## src/rtl/rxq_pkg.sv

```systemverilog
package rxq_pkg;

  // Per-character receive status kept next to each stored character.
  typedef struct packed {
    logic brk;
    logic ferr;
    logic perr;
  } rxq_stat_t;

  localparam int STAT_W = 3;

  // Interrupt threshold select codes.
  typedef enum logic [1:0] {
    LVL_ANY  = 2'b00,
    LVL_HALF = 2'b01,
    LVL_3Q   = 2'b10,
    LVL_FULL = 2'b11
  } rxq_lvl_e;

endpackage

```

## src/rtl/rxq_store.sv

```systemverilog
// Simple dual-port storage with a registered read port, so that block RAM can be inferred.
module rxq_store #(
  parameter int W     = 11,
  parameter int DEPTH = 16,
  localparam int AW   = (DEPTH > 1) ? $clog2(DEPTH) : 1
) (
  input  logic          clk,
  input  logic          rst,
  input  logic          wr_en,
  input  logic [AW-1:0] wr_addr,
  input  logic [W-1:0]  wr_data,
  input  logic          rd_en,
  input  logic [AW-1:0] rd_addr,
  output logic [W-1:0]  rd_q
);

  logic [W-1:0] mem [DEPTH];

  always_ff @(posedge clk) begin
    if (wr_en) mem[wr_addr] <= wr_data;
  end

  // Read-before-write: a read and a write at the same address return the old entry.
  always_ff @(posedge clk) begin
    if (rst)        rd_q <= '0;
    else if (rd_en) rd_q <= mem[rd_addr];
  end

endmodule

```

## src/rtl/rxq_ctrl.sv

```systemverilog
// Occupancy, pointers, holding slot and overrun.
module rxq_ctrl #(
  parameter int W     = 11,
  parameter int DEPTH = 16,
  localparam int AW   = (DEPTH > 1) ? $clog2(DEPTH) : 1,
  localparam int CW   = $clog2(DEPTH + 1)
) (
  input  logic          clk,
  input  logic          rst,
  input  logic          rx_valid,
  input  logic [W-1:0]  rx_entry,
  input  logic          rd_en,
  input  logic          clr_err,
  output logic          wr_en,
  output logic [AW-1:0] wr_addr,
  output logic [W-1:0]  wr_data,
  output logic          rd_go,
  output logic [AW-1:0] rd_addr,
  output logic [CW-1:0] occ_nx,
  output logic [CW-1:0] occ,
  output logic          hold_vld,
  output logic          overrun
);

  localparam logic [CW-1:0] FULL_CNT = CW'(DEPTH);
  localparam logic [AW-1:0] LAST_IDX = AW'(DEPTH - 1);

  logic [AW-1:0] wptr_q, rptr_q;
  logic [W-1:0]  hold_q, hold_n;
  logic          hv_n;
  logic          push, pop, room, ovr_set;

  function automatic logic [AW-1:0] bump(input logic [AW-1:0] p);
    return (p == LAST_IDX) ? '0 : p + AW'(1);
  endfunction

  assign pop  = rd_en && (occ != '0);
  assign room = (occ < FULL_CNT) || pop;

  always_comb begin
    push    = 1'b0;
    wr_data = rx_entry;
    hold_n  = hold_q;
    hv_n    = hold_vld;
    ovr_set = 1'b0;
    if (hold_vld) begin
      if (pop) begin
        // The waiting character fills the position this read frees.
        push    = 1'b1;
        wr_data = hold_q;
        if (rx_valid) hold_n = rx_entry;
        else          hv_n   = 1'b0;
      end else if (rx_valid) begin
        // Slot already taken: the older waiting character is lost.
        ovr_set = 1'b1;
        hold_n  = rx_entry;
      end
    end else if (rx_valid) begin
      if (room) begin
        push = 1'b1;
      end else begin
        hv_n   = 1'b1;
        hold_n = rx_entry;
      end
    end
  end

  assign occ_nx  = occ + CW'(push) - CW'(pop);
  assign wr_en   = push;
  assign wr_addr = wptr_q;
  assign rd_go   = pop;
  assign rd_addr = rptr_q;

  always_ff @(posedge clk) begin
    if (rst) begin
      wptr_q   <= '0;
      rptr_q   <= '0;
      occ      <= '0;
      hold_vld <= 1'b0;
      hold_q   <= '0;
      overrun  <= 1'b0;
    end else begin
      if (push) wptr_q <= bump(wptr_q);
      if (pop)  rptr_q <= bump(rptr_q);
      occ      <= occ_nx;
      hold_vld <= hv_n;
      hold_q   <= hold_n;
      if (ovr_set)      overrun <= 1'b1;
      else if (clr_err) overrun <= 1'b0;
    end
  end

endmodule

```

## src/rtl/rxq_level.sv

```systemverilog
// Registered flags derived from the next occupancy.
module rxq_level
  import rxq_pkg::*;
#(
  parameter int DEPTH = 16,
  localparam int CW   = $clog2(DEPTH + 1)
) (
  input  logic          clk,
  input  logic          rst,
  input  logic [CW-1:0] occ_nx,
  input  logic [1:0]    lvl_sel,
  output logic          rx_ready,
  output logic          fifo_full,
  output logic          lvl_irq
);

  localparam logic [CW-1:0] TH_HALF = CW'(DEPTH / 2);
  localparam logic [CW-1:0] TH_3Q   = CW'((DEPTH * 3) / 4);
  localparam logic [CW-1:0] TH_FULL = CW'(DEPTH);

  logic lvl_nx;
  rxq_lvl_e sel;

  assign sel = rxq_lvl_e'(lvl_sel);

  always_comb begin
    unique case (sel)
      LVL_ANY:  lvl_nx = (occ_nx != '0);
      LVL_HALF: lvl_nx = (occ_nx >= TH_HALF);
      LVL_3Q:   lvl_nx = (occ_nx >= TH_3Q);
      default:  lvl_nx = (occ_nx == TH_FULL);
    endcase
  end

  always_ff @(posedge clk) begin
    if (rst) begin
      rx_ready  <= 1'b0;
      fifo_full <= 1'b0;
      lvl_irq   <= 1'b0;
    end else begin
      rx_ready  <= (occ_nx != '0);
      fifo_full <= (occ_nx == TH_FULL);
      lvl_irq   <= lvl_nx;
    end
  end

endmodule

```

## src/rtl/rx_hold_fifo_status.sv

```systemverilog
module rx_hold_fifo_status
  import rxq_pkg::*;
#(
  parameter int DATA_W = 8,
  parameter int DEPTH  = 16
) (
  input  logic              clk,
  input  logic              rst,
  input  logic              rx_valid,
  input  logic [DATA_W-1:0] rx_data,
  input  logic              rx_perr,
  input  logic              rx_ferr,
  input  logic              rx_brk,
  input  logic              rd_en,
  input  logic              clr_err,
  input  logic [1:0]        lvl_sel,
  output logic [DATA_W-1:0] rd_data,
  output logic              rd_perr,
  output logic              rd_ferr,
  output logic              rd_brk,
  output logic              rx_ready,
  output logic              fifo_full,
  output logic              overrun,
  output logic              lvl_irq
);

  localparam int W  = DATA_W + STAT_W;
  localparam int AW = (DEPTH > 1) ? $clog2(DEPTH) : 1;
  localparam int CW = $clog2(DEPTH + 1);

  rxq_stat_t     in_stat, out_stat;
  logic [W-1:0]  rx_entry, wr_data, rd_q;
  logic [AW-1:0] wr_addr, rd_addr;
  logic          wr_en, rd_go, hold_vld;
  logic [CW-1:0] occ_nx, occ;

  assign in_stat  = '{brk: rx_brk, ferr: rx_ferr, perr: rx_perr};
  assign rx_entry = {in_stat, rx_data};

  rxq_ctrl #(.W(W), .DEPTH(DEPTH)) ctrl_i (
    .clk      (clk),
    .rst      (rst),
    .rx_valid (rx_valid),
    .rx_entry (rx_entry),
    .rd_en    (rd_en),
    .clr_err  (clr_err),
    .wr_en    (wr_en),
    .wr_addr  (wr_addr),
    .wr_data  (wr_data),
    .rd_go    (rd_go),
    .rd_addr  (rd_addr),
    .occ_nx   (occ_nx),
    .occ      (occ),
    .hold_vld (hold_vld),
    .overrun  (overrun)
  );

  rxq_store #(.W(W), .DEPTH(DEPTH)) store_i (
    .clk     (clk),
    .rst     (rst),
    .wr_en   (wr_en),
    .wr_addr (wr_addr),
    .wr_data (wr_data),
    .rd_en   (rd_go),
    .rd_addr (rd_addr),
    .rd_q    (rd_q)
  );

  rxq_level #(.DEPTH(DEPTH)) level_i (
    .clk       (clk),
    .rst       (rst),
    .occ_nx    (occ_nx),
    .lvl_sel   (lvl_sel),
    .rx_ready  (rx_ready),
    .fifo_full (fifo_full),
    .lvl_irq   (lvl_irq)
  );

  assign out_stat = rxq_stat_t'(rd_q[W-1:DATA_W]);
  assign rd_data  = rd_q[DATA_W-1:0];
  assign rd_perr  = out_stat.perr;
  assign rd_ferr  = out_stat.ferr;
  assign rd_brk   = out_stat.brk;

endmodule

```

## config.mk

```make
export PLATFORM = sky130hd
export DESIGN_NAME = rx_hold_fifo_status
export DESIGN_NICKNAME = d
export VERILOG_FILES = /design/src/rtl/rxq_pkg.sv /design/src/rtl/rxq_store.sv /design/src/rtl/rxq_ctrl.sv /design/src/rtl/rxq_level.sv /design/src/rtl/rx_hold_fifo_status.sv
export SDC_FILE = /design/constraint.sdc
export NUM_CORES = 1
export LEC_CHECK = 0
export BUFFER_PORTS_ARGS = -buffer_cell sky130_fd_sc_hd__buf_2
export CORE_MARGIN = 4
export CORE_UTILIZATION = 55
export DETAILED_ROUTE_END_ITERATION = 10
export GPL_ROUTABILITY_DRIVEN = 0
export PLACE_DENSITY_LB_ADDON = 0.15
export SYNTH_ARGS = -nofsm -noshare
export SYNTH_HDL_FRONTEND = slang
export SYNTH_SLANG_ARGS = --single-unit
```

## constraint.sdc

```tcl
create_clock -name clk -period 3.1 [get_ports clk]
set_input_delay 0.62 -clock clk [delete_from_list [all_inputs] [get_ports clk]]
set_output_delay 0.62 -clock clk [all_outputs]
set_load 0.02 [all_outputs]
```

* Yosys cells after proc, flatten, opt, wreduce, memory -nomap -nowiden *
Memories as Yosys holds them, arrays and structs flattened. A register that Yosys moved wholly into a read port is not among the register bits.
Index checks and enable logic that the tools add are counted.

word-level totals
  bits in registers = 29
  bits in latches = 0
  memory bits (writable) = 176
  memory bits (read-only) = 0
  input port bits = 18
  output and inout port bits = 15
  logic and storage cells = 54
  memories = 1

operators by class
  $add $sub $neg = 4
  $mul = 0
  div/mod/pow operators = 0
  $lt $le $gt $ge = 3
  equality and inequality tests = 6
  shift operators = 0
  mux-type cells = 24
  bitwise gates (word level) = 0
  reduce and logical (&&, ||, !) cells = 7

memory list
  name         depth  width  rd ports  clocked after memory_dff  wr ports  line             RTL
  store_i.mem  16     11     1         1                         1         rxq_store.sv:17  logic [W-1:0] mem [DEPTH];

operators by type and width
  kind                                                  count
  two-way mux 11 bit                                    6
  two-way mux 1 bit                                     15
  >= comparator 5 x 4 -> 1 bit (second input constant)  2
  nonzero test 5 bit                                    2
  adder 4 x 1 -> 4 bit (second input constant)          2
  == test 4 bit (second input constant)                 2
  two-way mux 4 bit                                     2
  adder 5 x 1 -> 5 bit                                  1
  == test 5 bit (second input constant)                 1
  < comparator 5 bit (second input constant)            1
  subtractor 5 x 1 -> 5 bit                             1
  one-hot mux 1 bit (3 select lines)                    1
  == test 2 x 1 -> 1 bit (second input constant)        1
  == test 2 bit (second input constant)                 1
  logical NOT 2 bit                                     1
  != test 2 x 1 -> 1 bit (second input constant)        1
  AND reduction 2 bit                                   1
  nonzero test 2 bit                                    1
  logical AND 1 bit                                     1
  logical OR 1 bit                                      1

* Logic depth before layout (Yosys ltp) *
Gate-level depths: netlist of run 1.

  word-level depth = 10
  gate-level depth with buffers = 16
  depth with buffers taken out = 16

* Modules after synthesis *
A second synthesis of run 1 with hierarchy kept.

second synthesis, totals
  cell total of the unflattened synthesis = 579
  area total of the unflattened synthesis = 8763.4 µm²

by module, submodules not included
  module     times used  cells each  area an instance (µm²)  sequential area each (µm²)
  rxq_store  1           425         7226.9                  5505.3
  rxq_ctrl   1           140         1401.3                  520.5
  rxq_level  1           14          135.1                   60.1

* Worst setup path before layout of run 1 *
OpenSTA, ideal clock, no wires.

  kind = input-to-reg
  from = input rd_en
  to = register level_i.lvl_irq
  library setup time = 0.115 ns
  arrival time = 3.114 ns
  data required time = 2.985 ns
  slack = -0.129 ns
  stages on the path = 14
  buffers on the path = 0
  path through = nor2b_1 or3b_1 nand2_2 inv_2 ha_1 inv_1 ha_1 inv_1 fa_1 xnor2_1 nor4b_1 mux2i_1 a221o_1 and3_1

between the ends
  longest elaborated chain between the ends = 9
  elaborated cells on any way between the ends = 13
  classes of those cells = 2 x add/sub; 2 x order compare; 1 x eq/ne; 5 x mux; 3 x reduce/logical

RTL lines
  element                                               line                       RTL
  start: declaration                                    rx_hold_fifo_status.sv:14  input logic rd_en,
  logical AND 1 bit *                                   rxq_ctrl.sv:37             assign pop = rd_en && (occ != '0);
  logical OR 1 bit                                      rxq_ctrl.sv:38             assign room = (occ < FULL_CNT) || pop;
  two-way mux 1 bit                                     rxq_ctrl.sv:59             if (room) begin
  two-way mux 1 bit                                     rxq_ctrl.sv:58             end else if (rx_valid) begin
  two-way mux 1 bit                                     rxq_ctrl.sv:46             if (hold_vld) begin
  adder 5 x 1 -> 5 bit                                  rxq_ctrl.sv:68             assign occ_nx = occ + CW'(push) - CW'(pop);
  subtractor 5 x 1 -> 5 bit *                           rxq_ctrl.sv:68
  >= comparator 5 x 4 -> 1 bit (tied with other cells)  rxq_level.sv:30            LVL_3Q: lvl_nx = (occ_nx >= TH_3Q);
  one-hot mux 1 bit (3 select lines) *                  rxq_level.sv:27            unique case (sel)
  end signal: assignment                                rxq_level.sv:43            lvl_irq <= lvl_nx;
  end: declaration                                      rxq_level.sv:14            output logic lvl_irq

Every way passes the cells marked *; elsewhere a longest branch is shown, timed or not.
A chain may end at the register's enable or synchronous reset.

* Worst setup path in the final report of run 1 *
  from = register ctrl_i.occ[3]
  to = register level_i.lvl_irq

between the ends
  longest elaborated chain between the ends = 10
  elaborated cells on any way between the ends = 15
  classes of those cells = 2 x add/sub; 3 x order compare; 1 x eq/ne; 5 x mux; 4 x reduce/logical

RTL lines
  element                                                     line             RTL
  start: declaration                                          rxq_ctrl.sv:20   output logic [CW-1:0] occ,
  start signal: assignment                                    rxq_ctrl.sv:85   occ <= occ_nx;
  branches (longest 7 deep; another with < comparator 5 bit)  --
  subtractor 5 x 1 -> 5 bit *                                 rxq_ctrl.sv:68
  >= comparator 5 x 4 -> 1 bit (tied with other cells)        rxq_level.sv:30
  one-hot mux 1 bit (3 select lines) *                        rxq_level.sv:27

Every way passes the cells marked *.

==> flow_summary.ini, run 1 <==
[logic_synthesis]
synth_fa_ha_area_share_pct = 1.83
yosys-top-cells-count = 176 x edfxtp_1, 48 x nor2_1, 41 x mux4_2
yosys.area_share.xor_xnor_pct = 0.916
synth_top_family_by_area = multiplexers
syn_avg_cell_area_um2 = 17.6
synth_largest_area_cell = edfxtp_1
synth_compound_area_share_pct = 5.02
netlist_area_um2 = 8600
syn-instance-count = 490
async_reset_ff_share_pct = 0
synth-edff-count = 176
synth_fp_nets = 520
synth-seq-cells = 216
seq_area_frac_synth_pct = 70.7
synth_most_common_cell = edfxtp_1
synth_cell_types = 48
synthTopCellsByArea = edfxtp_1 61%, mux4_2 11%, dfxtp_1 9.3%
yosys_warnings = 0
yosys.area_share.simple_pct = 4.65
ys.flop_type = edfxtp_1
synth.area.mux_share_pct = 14.7
synth_top_area_share_pct = 61.4

[finish]
regArea_um2 = 6090
antenna_cells = 0
fillers = 1058
multi_input_area_um2 = 2420
area_delta_synth_final_pct = 16.9
nets = 606
drive_gt1_share_pct = 31.6

[power]
power_density_nw_per_um2 = 782
p_total_w = 0.00786
ir_drop_v = 0.000472
power.leakage_nw = 3.50

[routing]
post_drt_wl_per_cell_um = 20.9
antenna_left = 0
vias = 4576
drc = 0
drt_iter0_drc = 292
routed_via_density = 5.70
wirelength_mm = 16.8
dr.pass1.iters = 4

[sta]
rsz0062_at_grt = yes
final-setup-viol-count = 1
hold_ws_ns = 0.374
hold_viol = 0
tightest_slew_ns = 0.992
maxSlewHeadroom_pct = 33.7
finalClockSkew_ns = 0.0150
slew_violations = 0
fmax_mhz = 315
fin_crit_ns = 3.17
period_share_pct = 102
setup_ws_ns = -0.0715

[cts]
htree_levels = 1
root_buffer = clkbuf_16
cts_inserted_buffers = 22
clock_sinks = 216
hold_buffers = 0
cts_buffer_depth = 3
cts_tree = yes
clock_latency_ns = 0.50
clk_pin_slew_ns = 0.06

[grt]
first_global_vias = 4731
globalRouteOverflowTotal = 0
top_usage_layer = met2
grt_first_pass_wirelength_mm = 26.5
grt_use_met3_pct = 3.35
grt_use_met1_pct = 27.7
grt_usage_pct = 19.3
antenna_found_initial = 0
grt_start_max_net_pins = 50
grt_use_met2_pct = 30.9

[critical_path]
crit_fanout = 2
crit_required_ns = 3.48
cp.arrival_ns = 3.56
cp-end-kind = register
ff2ff_path_depth = 21
crit_type = register to register
startpoint_type = register

[floorplanning]
die_height_um = 133
fp-row-count = 45
coreArea_um2 = 15300
die_area_um2 = 17700
start_util_pct = 56.4
die_x_um = 133
ios = 33

[run_status]
violations = setup timing
status = finished with violations

[job]
maxCapViolations = 0

[placement]
hpwl_mm = 10.3
numPortBuffers = 32

[hold_path]
min_path_type = primary input to register
hold_depth = 3
-- placed cells by master, fill, tap and decap left out, types with 6 or more instances in the layout --
cell type and count:
a21oi_1 28, a22oi_1 17, buf_2 32, buf_4 51
clkbuf_1 11, clkbuf_16 22, dfxtp_1 36, edfxtp_1 176
ha_1 7, inv_1 6, inv_2 6, mux2_1 11
mux2i_1 14, mux4_2 41, nand2_1 10, nor2_1 46
xor2_1 6
-- critical path, stage by stage, from the launching register on --
cell	delay, ns
dfxtp_2	0.34
inv_2	0.05
buf_4	0.12
buf_4	0.12
buf_4	0.12
buf_4	0.12
buf_4	0.12
buf_4	0.12
buf_4	0.12
buf_4	0.12
buf_4	0.12
buf_4	0.12
buf_4	0.12
buf_4	0.12
buf_4	0.12
buf_4	0.12
ha_2	0.17
nor2_2	0.13
a21oi_2	0.10
xnor2_2	0.15
a221o_1	0.28
and3_1	0.19
-- final cells by class --
class	instances	share of cell area, %
well taps	211	2.62
repair buffers	86	5.91
flip-flops and latches	216	60.6
inverters	12	0.448
multi-input cells	238	24.1
clock inverters	6	0.386
clock buffers	34	6.02
-- logic make-up after synthesis --
family / after synthesis
buffers and inverters: 36
AND/OR/NAND/NOR: 84
adder cells (fa/ha/maj): 12
XOR/XNOR: 9
AO/OA/AOI/OAI: 64
multiplexers: 69
flip-flops: 216
-- path summary, 6_finish.rpt --
check,startpoint,to,slack [ns]
setup / recovery,ctrl_i.occ[3],level_i.lvl_irq,-0.07
hold / removal,rx_data[5],ctrl_i.hold_q[5],0.37
setup reg to reg,ctrl_i.occ[3],level_i.lvl_irq,-0.07
hold reg to reg,ctrl_i.overrun,ctrl_i.overrun,0.49
-- flip-flops by register name (all words and copies together) (netlist names) --
register and flops:
store_i.mem 176, ctrl_i.hold_q 11, store_i.rd_q 11, ctrl_i.occ 5
ctrl_i.rd_addr 4, ctrl_i.wr_addr 4, ctrl_i.hold_vld 1, ctrl_i.overrun 1
level_i.fifo_full 1, level_i.lvl_irq 1, level_i.rx_ready 1
-- report_power, final --
group | switching [W] | leakage [nW] | internal [W]
Sequential | 0.000101 | 1.92 | 0.00334
Combinational | 0.00103 | 1.26 | 0.00104
Clock | 0.00101 | 0.313 | 0.00135
Total | 0.00213 | 3.50 | 0.00573
-- repair_timing --
action	in CTS	in global routing
resized for setup	13	8
endpoints found under the setup margin	2	4
pin swaps	10	4
gates cloned	0	0
setup buffers	17	1
-- metrics by stage --
step	cells	util [%]	worst slack (ns)	area (um^2)	TNS, ns
2_1_floorplan	490	-	-0.0520	8610	-0.0520
5_1_grt	803	65.9	-0.196	10100	-0.453
4_1_cts	802	65.6	-0.0429	10000	-0.0429
3_3_place_gp	745	60.2	-0.169	9190	-0.222
6_report	803	65.9	-0.0715	10100	-0.0715
3_5_place_dp	745	60.2	-0.269	9190	-0.491
-- metal layers --
metal | up-vias | part of all wire, %
met3 | 18 | 6.3
li1 | 2098 | -
met4 | 0 | 1.4
met2 | 119 | 48
met1 | 2341 | 44
met5 | - | 0
Power figures use the tool's default switching activity.
==> run 2: changes to the inputs <==
- SYNTH_HIERARCHICAL: unset -> 1
==> flow_summary.ini, run 2 <==
[run_status]
status = finished clean

[floorplanning]
fp-row-count = 45
die_height_um = 134
die_x_um = 134
die_area_um2 = 18000
coreArea_um2 = 15400
start_util_pct = 56.8
ios = 33

[job]
maxCapViolations = 0

[routing]
post_drt_wl_per_cell_um = 20.2
drc = 0
dr.pass1.iters = 4
wirelength_mm = 17.5
routed_via_density = 5.64
drt_iter0_drc = 422
antenna_left = 0
vias = 4890

[logic_synthesis]
netlist_area_um2 = 8760
synthTopCellsByArea = edfxtp_1 60%, mux2i_1 12%, dfxtp_1 9.1%
synth_top_family_by_area = multiplexers
yosys_warnings = 6
syn_avg_cell_area_um2 = 15.1
synth.area.mux_share_pct = 13.4
synth_largest_area_cell = edfxtp_1
ys.flop_type = edfxtp_1
synth-edff-count = 176
syn-instance-count = 579
synth_compound_area_share_pct = 5.28
async_reset_ff_share_pct = 0
synth_cell_types = 51
synth_fp_nets = 605
seq_area_frac_synth_pct = 69.4
yosys.area_share.xor_xnor_pct = 0.500
synth_most_common_cell = edfxtp_1
synth_fa_ha_area_share_pct = 1.23
synth_top_area_share_pct = 60.3
synth-seq-cells = 216
yosys-top-cells-count = 176 x edfxtp_1, 101 x mux2i_1, 40 x dfxtp_1
yosys.area_share.simple_pct = 7.62

[finish]
largest_register_ff_count = 176
design_area_um2 = 9950
antenna_cells = 0
fillers = 1164
mostFrequentLayoutCells = 176 x edfxtp_1, 101 x mux2i_1, 38 x dfxtp_1, 37 x nand3_1, 35 x nor2_1
nets = 667
regMostFlops = store_i/mem
mostFrequentLayoutCell = edfxtp_1
multi_input_area_um2 = 2490
finalNonFillerCells = 867
drive_gt1_share_pct = 18.4
largestRegisters = store_i/mem (176), ctrl_i/hold_q (11), store_i/rd_q (11)
regArea_um2 = 6090
area_delta_synth_final_pct = 13.5

[hold_path]
min_path_type = primary input to register

[grt]
globalRouteOverflowTotal = 0
first_global_vias = 4947
grt_start_max_net_pins = 46
grt_usage_pct = 19.5
grt_first_pass_wirelength_mm = 27.1
antenna_found_initial = 0

[sta]
period_share_pct = 98.4
hold_viol = 0
tightest_slew_ns = 0.618
rsz0062_at_grt = yes
finalSetupTns_ns = 0
finalClockSkew_ns = 0.0121
final-setup-viol-count = 0
maxSlewHeadroom_pct = 58.7
slew_violations = 0
fin_crit_ns = 3.05
fmax_mhz = 328

[placement]
numPortBuffers = 32
placed_cells = 826
hpwl_mm = 10.9
place_area_um2 = 9250

[critical_path]
crit_path_max_incr_delay_ns = 0.54
crit_fanout = 3
slowest_stage = fa_2
startpoint_type = register
crit_required_ns = 3.51
cp-end-kind = register
cp.arrival_ns = 3.46
path_cells = inv_2 -> ha_4 -> or4b_4 -> nand2_4 -> xor2_1 -> nor2_1 -> ha_2 -> inv_2 -> fa_2 -> inv_2 -> or4_4 -> and3_4 -> o32ai_2
crit_type = register to register
cp_common_cell = inv_2

[cts]
cts_tree = yes
root_buffer = clkbuf_16
cts_buffer_depth = 3
hold_buffers = 0
cts_inserted_buffers = 22
clock_latency_ns = 0.50
clk_pin_slew_ns = 0.06
htree_levels = 1
clock_sinks = 216

[power]
ir_drop_v = 0.000675
power_density_nw_per_um2 = 732
power.leakage_nw = 3.39
## run 2: cell count changes after synthesis, sizes merged, moves of 4 or more
| cell | change |
|---|---|
| nor2 | -13 |
| a22oi | +11 |
| nand2 | +16 |
| mux2i | +87 |
| mux4 | -44 |
| ha | -4 |
| a21oi | -10 |
| clkbuf | +4 |
| nand3 | +35 |
## run 2: cell type report
cell class / count / area share (%)
well taps: 211 / 2.65
multi-input cells: 326 / 25.0
clock inverters: 5 / 0.201
flip-flops and latches: 216 / 61.2
clock buffers: 34 / 6.30
repair buffers: 65 / 4.23
inverters: 10 / 0.377
## run 2: where the power goes
| part | internal [W] | switching, W |
|---|---|---|
| sequential | 0.00336 | 0.000113 |
| combinational | 0.000613 | 0.000804 |
| clock | 0.00138 | 0.00101 |
| total | 0.00535 | 0.00193 |
## run 2: cell families after synthesis
family | Yosys count
fa+ha+maj | 8
xor+xnor | 5
flops | 216
buf+inv | 37
simple gates | 135
compound gates | 66
mux | 112
## run 2: worst max-delay path: cells and delay by family (launching register included)
family                     cells  cell delay, ns
AOI/OAI and AO/OA              1            0.18
xor gates and xnor gates       1            0.06
adders and majority gates      3            0.86
buffers and inverters          3            0.16
DFF                            1            0.33
and+or+nand+nor                5            1.37
## run 2: per-layer routing
layer  vias to the layer above  track usage, %  share of wire [%]
met2                       136            33.6                 50
met4                         0            4.92                1.3
li1                       2332               -                  -
met3                        14            3.60                7.7
met5                         -               0                  0
met1                      2408            25.7                 41
## run 2: repair_timing
action	CTS	global route
pin swaps	3	7
buffers inserted	0	2
gates resized for setup	3	9
endpoints found under the setup margin	1	2
hold endpoints to repair	0	0
## run 2: metrics by stage
stage	hold slack, ns	total power (W)	util [%]	worst slack (ns)
floorplan	0.458	0.00441	-	0.0212
global placement	0.438	0.00479	60.0	0.110
detailed placement	0.445	0.00486	60.0	-0.00159
CTS	0.355	0.00726	64.2	0.00404
global route	0.369	0.00760	64.5	-0.0304
finish	0.367	0.00728	64.5	0.0486
## run 2: path summary, 6_finish.rpt
| kind | startpoint | endpoint | slack (ns) | cells after the start |
|---|---|---|---|---|
| worst min-delay path | rx_brk | ctrl_i/hold_q[10] | 0.37 | 3 |
| worst min register to register | store_i/rd_q[0] | store_i/rd_q[0] | 0.46 | 2 |
| worst max-delay path | ctrl_i/occ[3] | level_i/lvl_irq | 0.05 | 13 |
| worst max register to register | ctrl_i/occ[3] | level_i/lvl_irq | 0.05 | 13 |
==> run 3: changes to the inputs <==
==> constraint.sdc (replaced) <==
create_clock -name clk -period 3.1 [get_ports clk]
set_input_delay 0.31 -clock clk [delete_from_list [all_inputs] [get_ports clk]]
set_output_delay 0.31 -clock clk [all_outputs]
set_load 0.02 [all_outputs]
==> flow_summary.ini, run 3 (synthesis results as in run 2) <==
[finish]
antenna_cells = 0
multi_input_area_um2 = 2490
fin_util_pct = 64.8
largestRegisters = store_i/mem (176), ctrl_i/hold_q (11), store_i/rd_q (11)
finalNonFillerCells = 865
regArea_um2 = 6090
drive_gt1_share_pct = 18.7
mostFrequentLayoutCells = 176 x edfxtp_1, 101 x mux2i_1, 37 x nand3_1, 37 x dfxtp_1
nets = 665
mostFrequentLayoutCell = edfxtp_1
fillers = 1133
regMostFlops = store_i/mem
largest_register_ff_count = 176
area_delta_synth_final_pct = 14.1

[critical_path]
crit_type = register to register
startpoint_type = register
ff2ff_path_depth = 14
cp-end-kind = register
cp_top_family = simple AND/OR/NAND/NOR gates
path_cells = inv_2 -> ha_4 -> or4b_4 -> nand2_4 -> buf_4 -> buf_4 -> or3_1 -> ha_1 -> a21o_1 -> a21oi_1 -> xor2_1 -> or4_4 -> and3_4 -> o32ai_2
reg2reg_to = level_i/lvl_irq
slowest_stage = or4_4
crit_path_max_incr_delay_ns = 0.44
cp.arrival_ns = 3.49
rr_startpoint = ctrl_i/occ[2]
crit_fanout = 9
cp_common_cell = buf_4
r2r_slack_ns = 0.006
crit_required_ns = 3.49
crit_buf_inv = 3

[sta]
fmax_mhz = 323
maxSlewHeadroom_pct = 17.2
fin_crit_ns = 3.09
final-setup-viol-count = 0
tightest_slew_ns = 1.24
finalClockSkew_ns = 0.0102
setup_ws_ns = 0.00617
rsz0062_at_grt = yes
slew_violations = 0
hold_viol = 0
period_share_pct = 99.8
finalSetupTns_ns = 0

[grt]
grt_start_max_net_pins = 41
first_global_vias = 4987
globalRouteOverflowTotal = 0
grt_usage_pct = 19.7
grt_first_pass_wirelength_mm = 27.2
antenna_found_initial = 0

[floorplanning]
die_area_um2 = 18000
coreArea_um2 = 15400
fp-row-count = 45
ios = 33
die_x_um = 134
die_height_um = 134
start_util_pct = 56.8

[placement]
post-place-ws_ns = 0.0214
numPortBuffers = 32
placed_cells = 817
hpwl_mm = 11.0

[run_status]
status = finished clean

[cts]
cts_buffer_depth = 3
clk_pin_slew_ns = 0.06
clock_latency_ns = 0.48
htree_levels = 1
clock_sinks = 216
hold_buffers = 0
cts_inserted_buffers = 23
cts_tree = yes
root_buffer = clkbuf_16

[power]
p_total_w = 0.00743
power.leakage_nw = 3.40
ir_drop_v = 0.000655
power_density_nw_per_um2 = 743

[routing]
vias = 4930
routed_via_density = 5.70
drt_iter0_drc = 358
antenna_left = 0
drc = 0
dr.pass1.iters = 5
wirelength_mm = 17.4
post_drt_wl_per_cell_um = 20.1

[hold_path]
hold_depth = 3
min_path_type = primary input to register
worstHoldStart = rx_brk
holdPathEnd = ctrl_i/hold_q[10]

[job]
maxCapViolations = 0
run 3: cell types whose count changed in the layout (fill, tap and decap cells not counted), moves of 2 or more:
| cell | previous run | this run |
|---|---|---|
| clkbuf_8 | 1 | 3 |
| buf_4 | 32 | 28 |
| clkinv_1 | 4 | 1 |
| nor2_1 | 35 | 33 |
run 3: where the power goes:
part	internal, W	switching (W)
Combinational	0.000615	0.000837
Clock	0.00153	0.000979
Sequential	0.00336	0.000112
Total	0.00550	0.00193
run 3: area by class of cell:
type | instances | share of cell area [%]
inverter | 10 | 0.375
sequential | 216 | 60.9
clock buffer | 37 | 6.58
multi-input combinational | 326 | 24.9
clock inverter | 3 | 0.425
timing repair buffer | 62 | 4.10
tap | 211 | 2.64
run 3: worst max-delay path by stage:
stage	start	end	slack, ns	depth (start not counted)
2_1_floorplan	ctrl_i/occ[3]	level_i/lvl_irq	0.02	14
3_3_place_gp	ctrl_i/occ[3]	level_i/lvl_irq	0.11	13
3_5_place_dp	ctrl_i/occ[2]	level_i/lvl_irq	0.02	13
4_1_cts	ctrl_i/occ[3]	level_i/lvl_irq	-0.003	13
5_1_grt	ctrl_i/occ[2]	level_i/lvl_irq	-0.13	15
6_report	ctrl_i/occ[2]	level_i/lvl_irq	0.006	14
run 3: repair_timing:
| item | in CTS | in global routing |
|---|---|---|
| setup buffers | 6 | 2 |
| pin swaps | 8 | 5 |
| gates resized for setup | 9 | 5 |
| setup endpoints to repair | 1 | 3 |
| gates cloned | 0 | 0 |
run 3: worst reg2reg max path, delay by kind of cell (launching register included):
| kind | cells | cell delay [ns] |
|---|---|---|
| AOI/OAI and AO/OA | 3 | 0.50 |
| xor gates and xnor gates | 1 | 0.15 |
| adders and majority gates | 2 | 0.43 |
| buffers and inverters | 3 | 0.34 |
| DFF | 1 | 0.34 |
| and+or+nand+nor | 5 | 1.25 |
run 3: layer usage:
layer / track usage (%) / vias up / part of all wire (%)
met5: 0 / - / 0
met1: 26.3 / 2444 / 42
li1: - / 2319 / -
met2: 33.3 / 131 / 50
met3: 2.85 / 36 / 5.0
met4: 6.73 / 0 / 3.2
run 3: stage by stage:
step | area [um^2] | hold WS, ns
detailed placement | 9200 | 0.446
floorplan | 8760 | 0.382
finish | 10000 | 0.0734
CTS | 9960 | 0.0568
global placement | 9200 | 0.438
global route | 10000 | 0.0823
